--- config.mk ---
export PLATFORM = sky130hd
export DESIGN_NAME = vlr_line_render
export DESIGN_NICKNAME = d
export VERILOG_FILES = /design/src/rtl/vlr_pkg.sv /design/src/rtl/vlr_attr_decode.sv /design/src/rtl/vlr_glyph_row.sv /design/src/rtl/vlr_pixel_mux.sv /design/src/rtl/vlr_line_render.sv
export SDC_FILE = /design/constraint.sdc
export NUM_CORES = 1
export LEC_CHECK = 0
export BUFFER_PORTS_ARGS = -buffer_cell sky130_fd_sc_hd__clkbuf_2
export CAP_MARGIN = 20
export CORE_MARGIN = 1
export CORE_UTILIZATION = 35
export DETAILED_ROUTE_END_ITERATION = 12
export GPL_TIMING_DRIVEN = 1
export PLACE_DENSITY = 0.59
export SLEW_MARGIN = 20
export SYNTH_ARGS = -nofsm -noshare
export SYNTH_HDL_FRONTEND = slang
export SYNTH_HIERARCHICAL = 1
export SYNTH_SLANG_ARGS = --single-unit
--- constraint.sdc ---
create_clock -name clk -period 3.45 [get_ports clk]
set_clock_uncertainty 0.15 [all_clocks]
set_input_delay 0.1725 -clock clk [delete_from_list [all_inputs] [get_ports clk]]
set_output_delay 0.1725 -clock clk [all_outputs]
set_load 0.05 [all_outputs]
--- src/rtl/vlr_pkg.sv ---
package vlr_pkg;

    typedef enum logic [1:0] {
        ST_IDLE  = 2'd0,
        ST_REQ   = 2'd1,
        ST_GLYPH = 2'd2,
        ST_EMIT  = 2'd3
    } vlr_state_e;

    typedef struct packed {
        logic [2:0] fg;
        logic [2:0] bg;
        logic       alt;
        logic       dbl;
        logic       blink;
        logic       hires;
        logic       hz50;
    } vlr_attr_t;

    localparam logic [2:0] COL_BLACK = 3'd0;
    localparam logic [2:0] COL_WHITE = 3'd7;

    localparam logic [1:0] GRP_FG   = 2'b00;
    localparam logic [1:0] GRP_TEXT = 2'b01;
    localparam logic [1:0] GRP_BG   = 2'b10;
    localparam logic [1:0] GRP_MODE = 2'b11;

    // Per-line defaults; display mode is carried over.
    function automatic vlr_attr_t line_defaults(input vlr_attr_t a);
        vlr_attr_t r;
        r       = a;
        r.fg    = COL_WHITE;
        r.bg    = COL_BLACK;
        r.alt   = 1'b0;
        r.dbl   = 1'b0;
        r.blink = 1'b0;
        return r;
    endfunction

endpackage

--- src/rtl/vlr_attr_decode.sv ---
module vlr_attr_decode
    import vlr_pkg::*;
(
    input  logic [7:0] code_i,
    input  vlr_attr_t  cur_i,
    output logic       is_attr_o,
    output vlr_attr_t  nxt_o
);
    always_comb begin
        is_attr_o = (code_i[6:5] == 2'b00);
        nxt_o     = cur_i;
        if (is_attr_o) begin
            unique case (code_i[4:3])
                GRP_FG:   nxt_o.fg = code_i[2:0];
                GRP_TEXT: begin
                    nxt_o.alt   = code_i[0];
                    nxt_o.dbl   = code_i[1];
                    nxt_o.blink = code_i[2];
                end
                GRP_BG:   nxt_o.bg = code_i[2:0];
                GRP_MODE: begin
                    nxt_o.hz50  = code_i[1];
                    nxt_o.hires = code_i[2];
                end
                default:  nxt_o = cur_i;
            endcase
        end
    end
endmodule

--- src/rtl/vlr_glyph_row.sv ---
module vlr_glyph_row #(
    parameter int ROW_W = 3
) (
    input  logic [ROW_W-1:0] row_i,
    input  logic             dbl_i,
    input  logic             lower_i,
    output logic [ROW_W-1:0] row_o
);
    // Double height stretches one half of the glyph over all rows.
    always_comb begin
        if (dbl_i) row_o = {lower_i, row_i[ROW_W-1:1]};
        else       row_o = row_i;
    end
endmodule

--- src/rtl/vlr_pixel_mux.sv ---
module vlr_pixel_mux #(
    parameter int PIX   = 6,
    parameter int CNT_W = 3
) (
    input  logic [PIX-1:0]   pat_i,
    input  logic [CNT_W-1:0] cnt_i,
    input  logic [2:0]       fg_i,
    input  logic [2:0]       bg_i,
    input  logic             inv_i,
    output logic [2:0]       rgb_o
);
    localparam logic [CNT_W-1:0] LAST = CNT_W'(PIX - 1);

    logic [CNT_W-1:0] idx;
    logic             sel;

    always_comb begin
        idx   = LAST - cnt_i;
        sel   = pat_i[idx];
        rgb_o = (sel ? fg_i : bg_i) ^ {3{inv_i}};
    end
endmodule

--- src/rtl/vlr_line_render.sv ---
module vlr_line_render
    import vlr_pkg::*;
#(
    parameter int PIX_PER_BYTE = 6,
    parameter int ROW_W        = 3,
    parameter int CODE_W       = 7
) (
    input  logic                    clk,
    input  logic                    rst_n,
    input  logic                    line_start,
    input  logic                    in_valid,
    input  logic [7:0]              in_data,
    output logic                    in_ready,
    input  logic [ROW_W-1:0]        row,
    input  logic                    blink_phase,
    input  logic                    dbl_lower,
    output logic                    glyph_req,
    output logic [CODE_W-1:0]       glyph_code,
    output logic [ROW_W-1:0]        glyph_row,
    output logic                    glyph_alt,
    input  logic [PIX_PER_BYTE-1:0] glyph_data,
    output logic                    pix_valid,
    output logic [2:0]              pix_rgb,
    output logic                    mode_hires,
    output logic                    mode_50hz
);
    localparam int               CNT_W = $clog2(PIX_PER_BYTE);
    localparam logic [CNT_W-1:0] LAST  = CNT_W'(PIX_PER_BYTE - 1);

    typedef struct packed {
        vlr_state_e              st;
        vlr_attr_t               at;
        logic [PIX_PER_BYTE-1:0] pat;
        logic                    inv;
        logic                    blank;
        logic [CNT_W-1:0]        cnt;
        logic [CODE_W-1:0]       code;
        logic [ROW_W-1:0]        grow;
        logic                    galt;
    } regs_t;

    localparam vlr_attr_t ATTR_RST = '{fg: COL_WHITE, bg: COL_BLACK,
                                       alt: 1'b0, dbl: 1'b0, blink: 1'b0,
                                       hires: 1'b0, hz50: 1'b0};

    regs_t     r_q, r_d;
    vlr_attr_t at_base;
    vlr_attr_t dec_attr;
    logic      dec_is_attr;
    logic [ROW_W-1:0] map_row;
    logic      accept;

    always_comb at_base = line_start ? line_defaults(r_q.at) : r_q.at;

    vlr_attr_decode u_dec (
        .code_i   (in_data),
        .cur_i    (at_base),
        .is_attr_o(dec_is_attr),
        .nxt_o    (dec_attr)
    );

    vlr_glyph_row #(.ROW_W(ROW_W)) u_row (
        .row_i  (row),
        .dbl_i  (at_base.dbl),
        .lower_i(dbl_lower),
        .row_o  (map_row)
    );

    vlr_pixel_mux #(.PIX(PIX_PER_BYTE), .CNT_W(CNT_W)) u_mux (
        .pat_i(r_q.pat),
        .cnt_i(r_q.cnt),
        .fg_i (r_q.at.fg),
        .bg_i (r_q.at.bg),
        .inv_i(r_q.inv),
        .rgb_o(pix_rgb)
    );

    always_comb begin
        in_ready = (r_q.st == ST_IDLE) || ((r_q.st == ST_EMIT) && (r_q.cnt == LAST));
        accept   = in_valid && in_ready;

        r_d    = r_q;
        r_d.at = at_base;

        unique case (r_q.st)
            ST_IDLE:  r_d.st = ST_IDLE;
            ST_REQ:   r_d.st = ST_GLYPH;
            ST_GLYPH: begin
                r_d.pat = r_q.blank ? '0 : glyph_data;
                r_d.cnt = '0;
                r_d.st  = ST_EMIT;
            end
            ST_EMIT: begin
                if (r_q.cnt == LAST) r_d.st = ST_IDLE;
                else                 r_d.cnt = r_q.cnt + 1'b1;
            end
            default:  r_d.st = ST_IDLE;
        endcase

        if (accept) begin
            r_d.at  = dec_attr;
            r_d.inv = in_data[7];
            r_d.cnt = '0;
            if (dec_is_attr) begin
                r_d.pat = '0;
                r_d.st  = ST_EMIT;
            end else if (at_base.hires) begin
                r_d.pat = in_data[PIX_PER_BYTE-1:0];
                r_d.st  = ST_EMIT;
            end else begin
                r_d.code  = in_data[CODE_W-1:0];
                r_d.grow  = map_row;
                r_d.galt  = at_base.alt;
                r_d.blank = at_base.blink && blink_phase;
                r_d.st    = ST_REQ;
            end
        end
    end

    always_ff @(posedge clk or negedge rst_n) begin
        if (!rst_n) begin
            r_q       <= '0;
            r_q.st    <= ST_IDLE;
            r_q.at    <= ATTR_RST;
        end else begin
            r_q <= r_d;
        end
    end

    assign glyph_req  = (r_q.st == ST_REQ);
    assign glyph_code = r_q.code;
    assign glyph_row  = r_q.grow;
    assign glyph_alt  = r_q.galt;
    assign pix_valid  = (r_q.st == ST_EMIT);
    assign mode_hires = r_q.at.hires;
    assign mode_50hz  = r_q.at.hz50;

    // one-cycle strobe, a silent cycle, then pixels
    p_glyph_stall_r8: assert property (@(posedge clk) disable iff (!rst_n)
        glyph_req |=> (!glyph_req && !pix_valid));
    p_glyph_resp_r8: assert property (@(posedge clk) disable iff (!rst_n)
        glyph_req |=> ##1 pix_valid);
    // control code pixels start on the next cycle
    p_attr_pix_r2: assert property (@(posedge clk) disable iff (!rst_n)
        (in_valid && in_ready && in_data[6:5] == 2'b00) |=> pix_valid);
    // colour loads
    p_fg_load_r3: assert property (@(posedge clk) disable iff (!rst_n)
        (in_valid && in_ready && in_data[6:3] == 4'b0000) |=> (r_q.at.fg == $past(in_data[2:0])));
    p_bg_load_r3: assert property (@(posedge clk) disable iff (!rst_n)
        (in_valid && in_ready && in_data[6:3] == 4'b0010) |=> (r_q.at.bg == $past(in_data[2:0])));
    // defaults after a line start with no byte taken
    p_ls_defaults_r6: assert property (@(posedge clk) disable iff (!rst_n)
        (line_start && !(in_valid && in_ready)) |=>
        (r_q.at.fg == COL_WHITE && r_q.at.bg == COL_BLACK &&
         !r_q.at.blink && !r_q.at.dbl && !r_q.at.alt));
    // mode survives a line start
    p_mode_hold_r5: assert property (@(posedge clk) disable iff (!rst_n)
        (line_start && !(in_valid && in_ready)) |=> ($stable(mode_hires) && $stable(mode_50hz)));
    // a stalled burst keeps going
    p_ready_busy_r12: assert property (@(posedge clk) disable iff (!rst_n)
        (pix_valid && !in_ready) |=> pix_valid);

endmodule

Yosys cells after proc, flatten, opt, wreduce, memory -nomap -nowiden. Index checks and enable logic that the tools add are counted.

Bits in registers: 35. Output and inout bits: 19. Logic and storage cells: 65.

Add/subtract/negate cells: 2. Order comparisons: 1. Equal/unequal tests: 9. Muxes and demuxes: 25. Bitwise operators: 3. Reductions and logical operators: 10.

Operators by type and width (number): $mux W11 (4); $mux W35 (1); $mux W6 (4); $mux W3 (6); $eq A2 B2 Y1 const B (4); $mux W2 (4); $pmux W2 S4 (1); $logic_not A2 Y1 (3); $pmux W3 S2 (1); $eq A2 B1 Y1 const B (2); $lt A3 B4 Y1 const B (1); $add A3 B1 Y3 const B (1); $bmux W1 S3 (1); $eq A3 B3 Y1 const B (1); $logic_and A1 B1 Y1 (3); $mux W1 (3); $ne A3 B1 Y1 const B (1); $ne A3 B3 Y1 const B (1); $reduce_and A3 Y1 (1); $reduce_bool A3 Y1 (1); $sub A3 B3 Y3 const A (1); $xor A3 B3 Y3 (1); $not A1 Y1 (2); $reduce_and A2 Y1 (1); $logic_or A1 B1 Y1 (1).

Longest topological paths before layout.
Word-level depth: 6. Depth in mapped cells: 7.

By module. Netlist, hierarchy kept.

Modules (own cells, without submodules): vlr_line_render (instances 1, cells an instance 136, area each 1701.6 µm²); vlr_pixel_mux (instances 1, cells an instance 31, area each 221.5 µm²); vlr_attr_decode (instances 1, cells an instance 16, area each 200.2 µm²); vlr_glyph_row (instances 1, cells an instance 3, area each 33.8 µm²).

Least setup slack after synthesis. No wires, ideal clock.

Path type: flip-flop to flip-flop. From: register r_q[33] in the netlist's numbering. To: register r_q (netlist bit glyph_alt). Setup time: 128 ps. Data arrival time: 2024 ps. Required time: 3172 ps. Setup slack: 1149 ps. Cell stages (with the launch flop): 7. Path buffers: 1. Path through: dfrtp_1 > ha_1 > a31oi_2 > inv_2 > nand3_2 > buf_6 > mux2_1.

Cells in the longest elaborated chain, start to end: 5. Elaborated cells between the ends (all ways): 6. Those cells by class: 1 x eq/ne; 5 x reduce/logical.

Ends and longest elaborated chain: from (decl) (RTL line vlr_line_render.sv:46) `regs_t r_q, r_d;`; from (signal assigned) (RTL line vlr_line_render.sv:126) `r_q <= r_d;`; $eq A2 B2 Y1; net pix_valid (RTL line vlr_line_render.sv:22) `output logic pix_valid,`; $logic_and A1 B1 Y1 (RTL line vlr_line_render.sv:79) `in_ready = (r_q.st == ST_IDLE) || ((r_q.st == ST_EMIT) && (r_q.cnt == LAST));`; $logic_or A1 B1 Y1 (RTL line vlr_line_render.sv:79); net in_ready (RTL line vlr_line_render.sv:13) `output logic in_ready,`; $logic_and A1 B1 Y1 (RTL line vlr_line_render.sv:80) `accept = in_valid && in_ready;`; $reduce_and A3 Y1 (no source line).

The timed path passes the listed nets, and every way through them passes these cells. A chain may end at the register's enable or synchronous reset.

Final worst setup path.
From: register r_q[13] in the netlist's numbering. To: output port pix_rgb[2].

Cells in the longest elaborated chain, start to end: 5.

Ends and longest elaborated chain: $sub A3 B3 Y3 (RTL line vlr_pixel_mux.sv:18) `idx = LAST - cnt_i;`; $bmux W1 S3 (RTL line vlr_pixel_mux.sv:19) `sel = pat_i[idx];`; $mux W1 (not written as such) (RTL line vlr_pixel_mux.sv:19); $mux W3 (RTL line vlr_pixel_mux.sv:20) `rgb_o = (sel ? fg_i : bg_i) ^ {3{inv_i}};`; $xor A3 B3 Y3 (RTL line vlr_pixel_mux.sv:20); to (decl) (RTL line vlr_line_render.sv:23) `output logic [2:0] pix_rgb,`.

No other way between the ends. The select of a mux whose other input is x is not followed.

==> flow_metrics.py <==
metrics = {
    "status": {
        "status": "complete, no violations",
    },
    "logic_synthesis": {
        "synth_edf_count": 0,
        "ys_seq_elements": 35,
        "async_flop_share": 1.00,
        "synth_warnings": 6,
        "syn_inst": 186,
        "syn_area_per_cell_um2": 11.6,
        "yosysUniqueCellTypes": 41,
        "synth_top_area_share": 0.371,
        "synth_area_leaders": "dfrtp_1 37%, mux2_1 10%, mux2_2 8.9%, nor2b_1 4.6%, buf_4 3.8%",
        "yosysTopAreaCell": "dfrtp_1",
        "synth_top_cells_by_count": "32 x dfrtp_1, 20 x mux2_1, 17 x mux2_2",
        "yosysMostFrequentCell": "dfrtp_1",
        "syn_area_um2": 2160,
        "synth_ff_type": "dfrtp_1",
        "syn-num-nets": 215,
        "yosysSeqAreaShare": 0.408,
    },
    "sta": {
        "worstMarginPinSlew_ns": 0.873,
        "slew_viol_final": 0,
        "fmax_ghz": 0.483,
        "setup_tns_ns": 0,
        "period_share": 0.600,
        "setup_violations": 0,
        "relSlewSlack": 0.418,
        "fin_crit_ns": 2.07,
        "hold_viol_final": 0,
        "rsz0062_at_grt": "false",
    },
    "routing": {
        "antenna_left": 0,
        "via_count": 1427,
        "initialDrtViolationCount": 79,
        "drtPass1Iterations": 2,
        "wirelength_um": 4160,
        "wl_per_cell_um": 14.0,
        "drc_errors": 0,
        "vias_per_cell": 4.79,
    },
    "pwr": {
        "irDropWorstVdd_mv": 0.419,
        "powerDensity_nw_per_um2": 870,
        "leakage_uw": 0.00114,
    },
    "cts": {
        "cts_buffer_depth": 2,
        "clock_latency_ns": 0.29,
        "cts_setup_buffers": 0,
        "cts_resized": 0,
        "cts_tree": "done",
        "h-tree-depth": 2,
        "cts.sinks": 35,
        "cts-root-buf": "clkbuf_8",
        "holdBufCountCts": 3,
        "clk_pin_slew_worst_paths_ns": 0.07,
        "cts_buffers": 5,
    },
    "place": {
        "place_hpwl_um": 3100,
        "port_buffers": 41,
        "place_congestion": 0.714,
        "dpl.cell_count": 289,
    },
    "layout": {
        "drive_above_1_share": 0.368,
        "fin_nets": 253,
        "multi_input_area_um2": 1150,
        "n_antenna_cell": 0,
        "regArea_um2": 880,
        "syn_to_final_growth_pct": 14.1,
        "fin_cells": 298,
        "n_fill_cell": 593,
    },
    "setup_path": {
        "cp.arrival_ns": 1.75,
        "crit_path_end_kind": "output pin",
        "required_ns": 3.13,
        "critical_path_class": "reg2out",
        "crit_path_start_kind": "register",
        "cp_max_fo": 9,
    },
    "grt": {
        "antenna_found_initial": 0,
        "grt_pass1_wl_um": 6710,
        "grt_max_degree": 36,
        "overflow": 0,
        "grt_pass1_vias": 1341,
        "grt_util_all_layers": 0.142,
    },
    "die": {
        "die_h_um": 80.5,
        "die_x_um": 80.5,
        "io_pins": 42,
        "rows": 28,
        "coreArea_um2": 5920,
        "start_util": 0.364,
        "die_area_um2": 6480,
    },
    "hold_path": {
        "hold_path.class": "in2reg",
    },
    "job": {
        "drv_cap": 0,
    },
}
==> layout by cell type (no fill, tap or decap), drive strengths merged <==
master / synthesis / layout
mux2i: 7 / 7
nor3: 2 / 2
nor4b: 3 / 3
nor4: 1 / 1
or3: 1 / 1
or2: 3 / 3
a22oi: 1 / 1
a21boi: 2 / 2
clkbuf: 1 / 47
dfstp: 3 / 3
o22a: 1 / 1
or2b: 1 / 1
a31oi: 1 / 1
a211oi: 1 / 1
and2b: 9 / 9
o22ai: 5 / 5
nand2: 8 / 8
dlygate4sd3: 0 / 3
o211ai: 3 / 3
nand2b: 1 / 1
ha: 6 / 6
nand4: 1 / 1
and4b: 1 / 1
inv: 8 / 8
o2bb2ai: 6 / 6
dfrtp: 32 / 32
nor2b: 16 / 16
mux2: 37 / 37
o21ai: 1 / 1
nor2: 3 / 3
o311ai: 1 / 1
a21oi: 6 / 6
nand3: 1 / 1
and4bb: 1 / 1
==> cell type report <==
class | count | area share
Clock buffer | 6 | 0.0295
Multi-Input combinational cell | 130 | 0.467
Tap cell | 75 | 0.0381
Inverter | 8 | 0.0122
Timing Repair Buffer | 44 | 0.0956
Sequential cell | 35 | 0.357
==> state kept, by name (all words and copies together), names as in the netlist <==
| signal | flops |
|---|---|
| r_q | 22 |
| mode_hires | 1 |
| mode_50hz | 1 |
| glyph_code | 7 |
| glyph_alt | 1 |
| glyph_row | 3 |
==> power by group <==
group / switching, uW / internal, uW / total, uW
clock network: 138 / 134 / 273
registers: 109 / 551 / 660
logic: 816 / 393 / 1210
total: 1060 / 1080 / 2140
==> logic make-up after synthesis <==
family / synth area share
buffers and inverters: 0.0592
flip-flops: 0.408
AND/OR/NAND/NOR: 0.178
AO/OA/AOI/OAI: 0.0951
adder cells (fa/ha/maj): 0.0348
multiplexers: 0.226
==> through the flow <==
stage	util	hold slack [ns]	setup WS [ns]	total power (uW)	instance area, um^2
floorplan	-	-0.273	1.15	1710	2160
global placement	0.398	0.197	1.43	1880	2360
detailed placement	0.398	0.186	1.40	1890	2360
CTS	0.416	0.00910	1.36	2170	2460
global route	0.416	0.0504	1.26	2290	2460
finish	0.416	0.0139	1.38	2140	2460
==> critical path, cell delays in order (launching register included) <==
cell and delay [ns]:
dfrtp_1 0.50, or2b_1 0.29, o22ai_1 0.22, o22ai_1 0.12, nand2_1 0.07, clkbuf_2 0.27
==> metal layers <==
metal  vias to the layer above  share of wire  GRT usage
li1                        735              -          -
met1                       659           0.49      0.188
met2                        26           0.46      0.221
met3                         7          0.033     0.0307
met4                         0          0.014     0.0643
met5                         -              0          0
==> path summary, 6_finish.rpt <==
check,from,to,slack [ns],cells past startpoint
setup / recovery,r_q[13]$_DFFE_PN0P_,pix_rgb[2],1.38,5
hold / removal,glyph_data[5],r_q[21]$_DFF_PN0_,0.01,3
setup reg to reg,r_q[33]$_DFFE_PN0P_,mode_50hz$_DFFE_PN0P_,1.43,5
hold reg to reg,glyph_code[2]$_DFFE_PN0P_,glyph_code[2]$_DFFE_PN0P_,0.34,1
max in group asynchronous,rst_n,r_q[18]$_DFF_PN0_,2.22,2
min in group asynchronous,rst_n,r_q[27]$_DFF_PN0_,0.39,2
No activity file was read; power rests on OpenSTA's default activity.
